===== src/rtl/bxs_pkg.sv =====
package bxs_pkg;

   // Instruction field positions; the sequencer's behaviour depends on these.
   localparam int unsigned CLS_HI  = 27;
   localparam int unsigned CLS_LO  = 25;
   localparam logic [2:0]  CLS_VAL = 3'b100;
   localparam int unsigned P_BIT   = 24;
   localparam int unsigned U_BIT   = 23;
   localparam int unsigned W_BIT   = 21;
   localparam int unsigned L_BIT   = 20;
   localparam int unsigned BR_HI   = 19;
   localparam int unsigned BR_LO   = 16;

   typedef enum logic [1:0] {
      ST_IDLE = 2'd0,
      ST_RUN  = 2'd1,
      ST_DONE = 2'd2,
      ST_ERR  = 2'd3
   } seq_st_e;

   // Encoded as {U, P}
   typedef enum logic [1:0] {
      SM_DEC_AFT = 2'b00,
      SM_DEC_BEF = 2'b01,
      SM_INC_AFT = 2'b10,
      SM_INC_BEF = 2'b11
   } walk_mode_e;

endpackage


===== src/rtl/bxs_popcnt.sv =====
module bxs_popcnt #(
   parameter int unsigned W     = 16,
   localparam int unsigned CNT_W = $clog2(W + 1)
) (
   input  logic [W-1:0]     vec_i,
   output logic [CNT_W-1:0] cnt_o
);

   logic [CNT_W-1:0] part [0:W];

   assign part[0] = '0;

   for (genvar g = 0; g < W; g++) begin : g_sum
      assign part[g+1] = part[g] + CNT_W'(vec_i[g]);
   end

   assign cnt_o = part[W];

endmodule


===== src/rtl/bxs_lowbit.sv =====
module bxs_lowbit #(
   parameter int unsigned W     = 16,
   parameter int unsigned STYLE = 0,
   localparam int unsigned IDX_W = $clog2(W)
) (
   input  logic [W-1:0]     vec_i,
   output logic [IDX_W-1:0] idx_o
);

   if (STYLE == 0) begin : g_scan
      // Downward scan: the last hit written is the lowest set bit.
      always_comb begin
         idx_o = '0;
         for (int i = W - 1; i >= 0; i--) begin
            if (vec_i[i]) idx_o = IDX_W'(i);
         end
      end
   end else begin : g_isolate
      // Isolate lowest set bit as a one-hot word, then OR-encode it.
      logic [W-1:0] onehot;
      assign onehot = vec_i & (~vec_i + W'(1));
      always_comb begin
         idx_o = '0;
         for (int i = 0; i < W; i++) begin
            if (onehot[i]) idx_o = idx_o | IDX_W'(i);
         end
      end
   end

endmodule


===== src/rtl/bxs_decode.sv =====
module bxs_decode
   import bxs_pkg::*;
#(
   parameter int unsigned ADDR_W     = 32,
   parameter int unsigned NREG       = 16,
   parameter int unsigned WORD_BYTES = 4,
   localparam int unsigned CNT_W     = $clog2(NREG + 1),
   localparam int unsigned WSH       = $clog2(WORD_BYTES)
) (
   input  logic [31:0]       instr_i,
   input  logic [ADDR_W-1:0] base_i,
   output logic              legal_o,
   output logic [NREG-1:0]   list_o,
   output logic              load_o,
   output logic              wb_o,
   output logic [3:0]        wb_reg_o,
   output logic [ADDR_W-1:0] first_o,
   output logic [ADDR_W-1:0] wb_val_o
);

   logic [CNT_W-1:0]  cnt;
   logic [ADDR_W-1:0] span;
   logic [ADDR_W-1:0] step;
   walk_mode_e        mode;

   assign list_o   = instr_i[NREG-1:0];
   assign load_o   = instr_i[L_BIT];
   assign wb_o     = instr_i[W_BIT];
   assign wb_reg_o = instr_i[BR_HI:BR_LO];
   assign mode     = walk_mode_e'({instr_i[U_BIT], instr_i[P_BIT]});

   bxs_popcnt #(.W(NREG)) u_cnt (
      .vec_i (list_o),
      .cnt_o (cnt)
   );

   assign legal_o = (instr_i[CLS_HI:CLS_LO] == CLS_VAL) && (cnt != '0);
   assign span    = ADDR_W'(cnt) << WSH;
   assign step    = ADDR_W'(WORD_BYTES);

   always_comb begin
      unique case (mode)
         SM_INC_AFT: first_o = base_i;
         SM_INC_BEF: first_o = base_i + step;
         SM_DEC_AFT: first_o = base_i - span + step;
         default:    first_o = base_i - span;
      endcase
   end

   assign wb_val_o = instr_i[U_BIT] ? (base_i + span) : (base_i - span);

endmodule


===== src/rtl/blk_xfer_seq.sv =====
module blk_xfer_seq
   import bxs_pkg::*;
#(
   parameter int unsigned ADDR_W       = 32,
   parameter int unsigned NREG         = 16,
   parameter int unsigned WORD_BYTES   = 4,
   parameter int unsigned LOWBIT_STYLE = 1,
   localparam int unsigned IDX_W       = $clog2(NREG)
) (
   input  logic              clk,
   input  logic              rst_n,
   input  logic              start_i,
   input  logic [31:0]       instr_i,
   input  logic [ADDR_W-1:0] base_i,
   output logic              busy_o,
   output logic              err_o,
   output logic              xfer_valid_o,
   input  logic              xfer_ready_i,
   output logic [IDX_W-1:0]  xfer_reg_o,
   output logic [ADDR_W-1:0] xfer_addr_o,
   output logic              xfer_load_o,
   output logic              done_o,
   output logic              wb_en_o,
   output logic [3:0]        wb_reg_o,
   output logic [ADDR_W-1:0] wb_val_o
);

   if (NREG < 2 || NREG > 16) begin : g_bad_nreg
      $error("blk_xfer_seq: NREG must lie in 2..16");
   end
   if (WORD_BYTES == 0 || (WORD_BYTES & (WORD_BYTES - 1)) != 0) begin : g_bad_word
      $error("blk_xfer_seq: WORD_BYTES must be a power of two");
   end
   if (ADDR_W < 8) begin : g_bad_addr
      $error("blk_xfer_seq: ADDR_W too narrow");
   end

   seq_st_e           st_q;
   logic [NREG-1:0]   mask_q;
   logic [ADDR_W-1:0] addr_q;
   logic              load_q;
   logic              wb_q;
   logic [3:0]        wbr_q;
   logic [ADDR_W-1:0] wbv_q;

   logic              d_legal;
   logic [NREG-1:0]   d_list;
   logic              d_load;
   logic              d_wb;
   logic [3:0]        d_wbr;
   logic [ADDR_W-1:0] d_first;
   logic [ADDR_W-1:0] d_wbv;

   logic              fire;
   logic              last;
   logic [NREG-1:0]   mask_nx;

   bxs_decode #(
      .ADDR_W     (ADDR_W),
      .NREG       (NREG),
      .WORD_BYTES (WORD_BYTES)
   ) u_dec (
      .instr_i  (instr_i),
      .base_i   (base_i),
      .legal_o  (d_legal),
      .list_o   (d_list),
      .load_o   (d_load),
      .wb_o     (d_wb),
      .wb_reg_o (d_wbr),
      .first_o  (d_first),
      .wb_val_o (d_wbv)
   );

   bxs_lowbit #(
      .W     (NREG),
      .STYLE (LOWBIT_STYLE)
   ) u_low (
      .vec_i (mask_q),
      .idx_o (xfer_reg_o)
   );

   assign fire    = (st_q == ST_RUN) && xfer_ready_i;
   assign mask_nx = mask_q & (mask_q - NREG'(1));
   assign last    = (mask_nx == '0);

   always_ff @(posedge clk) begin
      if (!rst_n) begin
         st_q   <= ST_IDLE;
         mask_q <= '0;
         addr_q <= '0;
         load_q <= 1'b0;
         wb_q   <= 1'b0;
         wbr_q  <= '0;
         wbv_q  <= '0;
      end else begin
         unique case (st_q)
            ST_IDLE: begin
               if (start_i) begin
                  if (d_legal) begin
                     st_q   <= ST_RUN;
                     mask_q <= d_list;
                     addr_q <= d_first;
                     load_q <= d_load;
                     wb_q   <= d_wb;
                     wbr_q  <= d_wbr;
                     wbv_q  <= d_wbv;
                  end else begin
                     st_q <= ST_ERR;
                  end
               end
            end
            ST_RUN: begin
               if (fire) begin
                  mask_q <= mask_nx;
                  addr_q <= addr_q + ADDR_W'(WORD_BYTES);
                  if (last) st_q <= ST_DONE;
               end
            end
            default: st_q <= ST_IDLE;
         endcase
      end
   end

   assign busy_o       = (st_q != ST_IDLE);
   assign err_o        = (st_q == ST_ERR);
   assign xfer_valid_o = (st_q == ST_RUN);
   assign xfer_addr_o  = addr_q;
   assign xfer_load_o  = load_q;
   assign done_o       = (st_q == ST_DONE);
   assign wb_en_o      = (st_q == ST_DONE) && wb_q;
   assign wb_reg_o     = wbr_q;
   assign wb_val_o     = wbv_q;

endmodule


===== config.mk =====
export PLATFORM = sky130hd
export DESIGN_NAME = blk_xfer_seq
export DESIGN_NICKNAME = d
export VERILOG_FILES = /design/src/rtl/bxs_pkg.sv /design/src/rtl/bxs_popcnt.sv /design/src/rtl/bxs_lowbit.sv /design/src/rtl/bxs_decode.sv /design/src/rtl/blk_xfer_seq.sv
export SDC_FILE = /design/constraint.sdc
export NUM_CORES = 1
export LEC_CHECK = 0
export BUFFER_PORTS_ARGS = -buffer_cell sky130_fd_sc_hd__buf_4
export CORE_ASPECT_RATIO = 0.8
export CORE_MARGIN = 1
export CORE_UTILIZATION = 50
export DETAILED_ROUTE_END_ITERATION = 8
export GPL_ROUTABILITY_DRIVEN = 1
export PLACE_DENSITY = 0.8
export SLEW_MARGIN = 40
export SYNTH_ARGS = -nofsm -noshare
export SYNTH_HDL_FRONTEND = slang
export SYNTH_SLANG_ARGS = --single-unit

===== constraint.sdc =====
create_clock -name clk -period 8.7 [get_ports clk]
set_clock_uncertainty 0.1 [all_clocks]
set_input_delay 0.435 -clock clk [delete_from_list [all_inputs] [get_ports clk]]
set_output_delay 0.435 -clock clk [all_outputs]
set_load 0.01 [all_outputs]

==> results of run 1 <==
==> power by group <==
| group | leakage [nW] | total (mW) | switching, mW | internal (mW) |
|---|---|---|---|---|
| clock | 0.142 | 0.403 | 0.200 | 0.203 |
| sequential | 0.712 | 0.493 | 0.0527 | 0.440 |
| combinational | 2.97 | 1.20 | 0.729 | 0.470 |
==> routing by layer <==
layer / vias up / routed length (microns) / GRT usage
met3: 54 / 2650 / 0.0586
met2: 510 / 12000 / 0.459
met5: - / 0 / 0
met1: 4451 / 11700 / 0.412
met4: 0 / 666 / 0.110
li1: 4594 / - / -
==> area by class of cell <==
cell class | instances | area [sq um] | share of cell area
tap | 220 | 275 | 0.0276
multi-input combinational | 999 | 6300 | 0.631
inverter | 55 | 206 | 0.0207
clock buffer | 9 | 225 | 0.0226
sequential | 88 | 1760 | 0.176
timing repair buffer | 152 | 1140 | 0.115
clock inverter | 7 | 70.1 | 0.00702
==> sequential cells by signal (all words and copies together) (netlist names) <==
register and cells:
wb_reg_o 4, wb_val_o 32, wb_q 1, xfer_addr_o 32, mask_q 16, xfer_load_o 1
st_q 2
==> logic make-up after synthesis <==
family / Yosys count
AND/OR/NAND/NOR: 509
AO/OA/AOI/OAI: 362
buffers and inverters: 149
flip-flops: 88
XOR/XNOR: 84
adder cells (fa/ha/maj): 35
multiplexers: 9
==> how the worst max path moves through the flow <==
stage	to	slack (ps)	from	depth (start not counted)
floorplan	xfer_addr_o[22]	1950	instr_i[0]	24
global placement	xfer_addr_o[22]	1440	instr_i[0]	24
detailed placement	xfer_addr_o[23]	1330	instr_i[0]	24
CTS	xfer_addr_o[22]	1670	instr_i[0]	24
global route	xfer_addr_o[27]	1260	instr_i[0]	24
finish	xfer_addr_o[23]	1620	instr_i[0]	24
==> placed cells by master (no fill, tap or decap), drive strengths merged, types with 19 or more instances in the layout <==
| cell type | netlist | routed |
|---|---|---|
| buf | 20 | 152 |
| nand2 | 145 | 145 |
| o21ai | 111 | 111 |
| nor2 | 99 | 99 |
| dfxtp | 88 | 88 |
| a21oi | 84 | 84 |
| inv | 54 | 60 |
| xnor2 | 55 | 55 |
| nand3 | 46 | 46 |
| nor3 | 40 | 40 |
| xor2 | 29 | 29 |
| nor2b | 29 | 29 |
| and2 | 25 | 25 |
| a22oi | 24 | 24 |
| ha | 21 | 21 |
| and3 | 20 | 20 |
| a21boi | 19 | 19 |
| nand4 | 19 | 19 |
==> through the flow <==
| step | hold slack (ps) | setup WS, ps | std cells | total power, mW |
|---|---|---|---|---|
| final | 229 | 1620 | 1530 | 2.09 |
| after global routing | 228 | 1260 | 1530 | 2.23 |
| after CTS | 219 | 1670 | 1530 | 2.08 |
| after detailed placement | 360 | 1330 | 1514 | 1.66 |
| after global placement | 353 | 1440 | 1514 | 1.63 |
| after floorplan | 339 | 1950 | 1236 | 1.34 |
==> critical path: cells and delay by family <==
family / cells / cell delay [ps]
AND/OR/NAND/NOR: 10 / 3120
XOR/XNOR: 1 / 210
AO/OA/AOI/OAI: 2 / 190
adder cells (fa/ha/maj): 7 / 2970
buffers and inverters: 4 / 280
==> results.json, run 1 <==
{
  "synth.avg_cell_area_sq_um": 7.05,
  "pin_count": 146,
  "drt_pre_antenna_iters": 6,
  "cts-root-buf": "sky130_fd_sc_hd__clkbuf_16",
  "maxCapViolations": 0,
  "drt_iter0_drc": 1085,
  "critical_path.reg2reg.endpoint": "st_q[0]",
  "number_of_enable_flip_flop_cells_after_synthesis": 0,
  "crit_path_frequent_cell": "sky130_fd_sc_hd__fa_1",
  "hold-path-cell-count": 3,
  "dp_hpwl_mm": 19.7,
  "ys_ff_latch": 88,
  "detail_route.wirelength_mm": 27.0,
  "synth_area_sq_um": 8710,
  "syn-num-nets": 1337,
  "cells_along_the_critical_path": "buf_4 > inv_1 > fa_1 > fa_1 > fa_1 > fa_1 > inv_1 > ha_1 > inv_1 > fa_1 > nor2b_1 > nor2_1 > nor2_1 > ha_1 > or3b_2 > nand4_1 > nor2_1 > xnor2_1 > or4b_1 > and4bb_1 > nand2_1 > or4_1 > o311ai_1 > o31ai_1",
  "antenna-diode-count": 0,
  "synth.most_common_cell": "sky130_fd_sc_hd__nand2_1",
  "proportion_of_synthesized_area_in_mux_cells": 0.0105,
  "synthXorXnorAreaFrac": 0.0853,
  "path_class": "in -> reg",
  "vias": 9609,
  "timing.critical_path.required_ps": 8850,
  "dominant_combinational_cell_family_by_area_after_synthesis": "simple AND/OR/NAND/NOR gates",
  "synth_commonest_cells": "sky130_fd_sc_hd__nand2_1 (145), sky130_fd_sc_hd__o21ai_0 (109), sky130_fd_sc_hd__nor2_1 (99)",
  "route.detailed.wl_per_inst_microns": 17.7,
  "ys_seq_area_frac": 0.202,
  "leakagePower_nw": 3.83,
  "min_to": "wb_reg_o[0]",
  "path_clk_slew_ps": 70,
  "fillerInstances": 1595,
  "routabilityCongestion": 0.954,
  "worst_pin_slew_ps": 835,
  "cell_taking_the_most_area_after_synthesis": "sky130_fd_sc_hd__dfxtp_1",
  "synth_compound_gate_area_share": 0.261,
  "ctsHoldBuffers": 0,
  "core_footprint_sq_um": 16800,
  "timing_hold_violations_final": 0,
  "fin_setup_tns_ps": 0,
  "synth-warning-count": 0,
  "vdd.ir_drop.worst_v": 0.000213,
  "ys_top_cells_by_area": "sky130_fd_sc_hd__dfxtp_1 (20%), sky130_fd_sc_hd__o21ai_0 (6.3%), sky130_fd_sc_hd__nand2_1 (6.2%)",
  "clock_insertion_delay_worst_skew_ps": 360,
  "timing.final.crit_share": 0.814,
  "min-delay-start": "instr_i[16]",
  "first_global_vias": 8403,
  "final.min_clock_period_ps": 7080,
  "synth-async-reset-ratio": 0,
  "buffer_ports.inserted": 140,
  "min-delay-path-class": "in -> reg",
  "finalNetCount": 1406,
  "post-synth-top-area-fraction": 0.202,
  "final_area_sq_um": 9990,
  "synth_cell_types": 92,
  "grt_setup_unrepaired": "false",
  "post_synth_and_or_nand_nor_area_fraction": 0.305,
  "dominantRegCellSynth": "sky130_fd_sc_hd__dfxtp_1",
  "detail_route.drc_violations": 0,
  "slew_viol_final": 0,
  "fp-row-count": 42,
  "power-per-cell-area_nw_per_um2": 210,
  "worst_path_fanout_max": 10,
  "r2r-start": "mask_q[0]",
  "setup_crit_start_kind": "input pin",
  "yosys.area_share.adder": 0.0600,
  "clock_sinks": 88,
  "critPathMaxStageDelay_ps": 640,
  "critical_path.slowest_cell": "sky130_fd_sc_hd__or4b_1",
  "clock_tree.htree_level_count": 3,
  "number_of_buffers_added_by_the_clock_tree_synthesis_step": 9,
  "dieHeight_microns": 120,
  "slack_of_the_worst_reg_to_reg_path_ps": 5290,
  "detail_route.vias_per_cell": 6.28,
  "achievable-frequency_mhz": 141,
  "post_cts_setup_driven_buffer_insertion_count": 0,
  "clock_buffer_depth": 2,
  "crit_path_end_kind": "flop",
  "grt_first_pass_wirelength_mm": 42.8,
  "route.antenna.remaining_nets": 0,
  "cts_repair_resizes": 0,
  "worst_ep_arrival_time_ps": 7230,
  "largest_net_degree_at_the_start_of_global_routing": 93,
  "outcome": "complete, no violations",
  "placement.cell_area_sq_um": 9680,
  "reg2regPathDepth": 10,
  "die_w_microns": 150,
  "finalSetupViolations": 0,
  "dieArea_sq_um": 18000,
  "grt_antenna_before_repair": 0,
  "area.growth.synth_to_final_pct": 14.6,
  "slew-limit-headroom": 0.438,
  "start_util": 0.518,
  "globalRoute.totalOverflow": 0,
  "syn_inst": 1236,
  "share_of_final_layout_standard_cells_stronger_than_drive_strength_1": 0.159,
  "tritoncts": "built",
  "final_util": 0.594,
  "globalRouteTotalUtil": 0.300
}
Power figures use the tool's default switching activity.
==> run 2, diff against run 1 <==
--- a/config.mk
+++ b/config.mk
@@ -5,6 +5,7 @@
 export SDC_FILE = /design/constraint.sdc
 export NUM_CORES = 1
 export LEC_CHECK = 0
+export ABC_AREA = 1
 export BUFFER_PORTS_ARGS = -buffer_cell sky130_fd_sc_hd__buf_4
 export CORE_ASPECT_RATIO = 0.8
 export CORE_MARGIN = 1
==> constraint.sdc (replaced) <==
create_clock -name clk -period 7.08 [get_ports clk]
set_clock_uncertainty 0.1 [all_clocks]
set_input_delay 0.354 -clock clk [delete_from_list [all_inputs] [get_ports clk]]
set_output_delay 0.354 -clock clk [all_outputs]
set_load 0.01 [all_outputs]
==> run 2 against run 1 <==
  * Critical path depth rose by 7
  * Die area increased by 9.0%
  * Cell count up 29%
  * Register-to-register slack worse by 1200 ps
  * Worst hold slack got worse by 82 ps
  * Clock-buffer cell count grew 1
  * Via count grew 18%
  * Non-clock buffer count fell by 1
  * Largest power group unchanged
==> results.json, run 2 <==
{
  "path_clk_slew_ps": 70,
  "reg2regPathDepth": 13,
  "post-synth-top-area-fraction": 0.185,
  "antenna-diode-count": 0,
  "power-per-cell-area_nw_per_um2": 311,
  "slack_of_the_worst_reg_to_reg_path_ps": 4070,
  "largest_net_degree_at_the_start_of_global_routing": 64,
  "crit_path_end_kind": "flop",
  "min_to": "wb_reg_o[1]",
  "placed_cells": 1955,
  "r2r-start": "st_q[0]",
  "outcome": "complete, no violations",
  "tritoncts": "built",
  "ys_seq_area_frac": 0.185,
  "routabilityCongestion": 1.03,
  "timing.final.crit_share": 0.856,
  "fillerInstances": 1833,
  "clock_tree.htree_level_count": 3,
  "commonest_non_fill_non_tap_cells_in_the_layout": "sky130_fd_sc_hd__nand2_1 (418), sky130_fd_sc_hd__inv_1 (176), sky130_fd_sc_hd__buf_4 (151), sky130_fd_sc_hd__nor2_1 (147), sky130_fd_sc_hd__nand3_1 (147)",
  "cell_taking_the_most_area_after_synthesis": "sky130_fd_sc_hd__dfxtp_1",
  "crit_family": "adder cells",
  "dp_hpwl_mm": 25.5,
  "ys_ff_latch": 88,
  "drt_iter0_drc": 1291,
  "cts-root-buf": "sky130_fd_sc_hd__clkbuf_16",
  "route.antenna.remaining_nets": 0,
  "min-delay-start": "instr_i[17]",
  "drt_pre_antenna_iters": 9,
  "syn-num-nets": 1727,
  "clock_insertion_delay_worst_skew_ps": 350,
  "critical_path.slowest_cell": "sky130_fd_sc_hd__fa_1",
  "synth-async-reset-ratio": 0,
  "final.min_clock_period_ps": 6060,
  "critical_path.reg2reg.endpoint": "xfer_addr_o[22]",
  "pin_count": 146,
  "area.growth.synth_to_final_pct": 14.4,
  "ys_top_cells_by_area": "sky130_fd_sc_hd__dfxtp_1 (19%), sky130_fd_sc_hd__nand2_1 (17%), sky130_fd_sc_hd__nand3_1 (7.7%)",
  "worst-path-buf-inv": 5,
  "finalNetCount": 1814,
  "slew_viol_final": 0,
  "min-delay-path-class": "in -> reg",
  "globalRoute.totalOverflow": 0,
  "fp-row-count": 44,
  "dominantRegCellSynth": "sky130_fd_sc_hd__dfxtp_1",
  "share_of_final_layout_standard_cells_stronger_than_drive_strength_1": 0.167,
  "achievable-frequency_mhz": 165,
  "setup_crit_start_kind": "input pin",
  "start_util": 0.517,
  "finalSetupViolations": 0,
  "hold_slack_ps": 147,
  "cts_repair_resizes": 0,
  "worst_path_fanout_max": 9,
  "globalRouteTotalUtil": 0.345,
  "grt_first_pass_wirelength_mm": 53.3,
  "syn_inst": 1626,
  "vias": 11300,
  "dieArea_sq_um": 19600,
  "detail_route.vias_per_cell": 5.75,
  "smallest_setup_slack_after_layout_ps": 1020,
  "timing.critical_path.required_ps": 7220,
  "ctsHoldBuffers": 0,
  "timing_hold_violations_final": 0,
  "synth_area_sq_um": 9510,
  "hold-path-cell-count": 3,
  "slew-limit-headroom": 0.448,
  "number_of_buffers_added_by_the_clock_tree_synthesis_step": 9,
  "path_class": "in -> reg",
  "core_footprint_sq_um": 18400,
  "instances_no_fill": 1970,
  "number_of_enable_flip_flop_cells_after_synthesis": 0,
  "place_ws_ps": 806,
  "dieHeight_microns": 125,
  "post_cts_setup_driven_buffer_insertion_count": 0,
  "worst_pin_slew_ps": 822,
  "vdd.ir_drop.worst_v": 0.000228,
  "synth-warning-count": 0,
  "grt_setup_unrepaired": "false",
  "fin_setup_tns_ps": 0,
  "clock_buffer_depth": 2,
  "synth.avg_cell_area_sq_um": 5.85,
  "crit_path_frequent_cell": "sky130_fd_sc_hd__nand2_1",
  "detail_route.wirelength_mm": 33.8,
  "critPathMaxStageDelay_ps": 560,
  "final_common_cell": "sky130_fd_sc_hd__nand2_1",
  "maxCapViolations": 0,
  "clock_sinks": 88,
  "die_w_microns": 156,
  "synth_commonest_cells": "sky130_fd_sc_hd__nand2_1 (418), sky130_fd_sc_hd__inv_1 (177), sky130_fd_sc_hd__nor2_1 (148)",
  "worst_ep_arrival_time_ps": 6200,
  "detail_route.drc_violations": 0,
  "synth.most_common_cell": "sky130_fd_sc_hd__nand2_1",
  "first_global_vias": 10100,
  "route.detailed.wl_per_inst_microns": 17.2,
  "buffer_ports.inserted": 140,
  "synth_cell_types": 61,
  "leakagePower_nw": 5.03,
  "grt_antenna_before_repair": 0
}
==> run 2: cells by family after synthesis <==
logic type      Yosys count  share of synthesized area
simple gates            871                      0.423
flops                    88                      0.185
xor+xnor                 15                     0.0138
buf+inv                 267                      0.117
compound gates          352                      0.208
fa+ha+maj                33                     0.0529
==> run 2: worst reg2reg max path, delay by kind of cell, from the launching register on <==
kind	cells	cell delay (ps)
compound gates	3	400
simple gates	5	520
flops	1	380
buf+inv	5	1480
==> run 2: worst max-delay path by stage <==
stage                from               to  slack (ps)  cells past startpoint
6_report       instr_i[0]  xfer_addr_o[28]        1020                     31
5_1_grt        instr_i[0]  xfer_addr_o[31]         560                     30
4_1_cts        instr_i[0]  xfer_addr_o[31]        1170                     30
3_5_place_dp   instr_i[0]  xfer_addr_o[31]         810                     30
3_3_place_gp   instr_i[0]  xfer_addr_o[31]         870                     30
2_1_floorplan  instr_i[0]  xfer_addr_o[30]        1730                     26
==> run 2: through the flow <==
step                area [sq um]  utilization  total power [mW]
floorplan                   9510            -              2.20
global placement           10600        0.575              2.82
detailed placement         10600        0.575              2.85
CTS                        10900        0.591              3.35
global route               10900        0.591              3.64
finish                     10900        0.591              3.38
==> run 2: power breakdown <==
part           internal (mW)  total [mW]  switching, mW
Clock                  0.281       0.490          0.209
Combinational          0.732        2.10           1.37
Sequential             0.626       0.785          0.160
==> run 2: final cells by class <==
class | count | area, sq um | share of cell area
well taps | 253 | 317 | 0.0291
inverters | 192 | 724 | 0.0666
flip-flops and latches | 88 | 1760 | 0.162
multi-input cells | 1271 | 6640 | 0.611
clock inverters | 5 | 57.6 | 0.00529
repair buffers | 151 | 1130 | 0.104
clock buffers | 10 | 239 | 0.0220
==> run 2: metal layers <==
layer | vias up | wire, microns | GRT usage
li1 | 5546 | - | -
met1 | 5095 | 14500 | 0.464
met2 | 597 | 14700 | 0.532
met3 | 93 | 3240 | 0.0683
met4 | 0 | 1380 | 0.151
met5 | - | 0 | 0
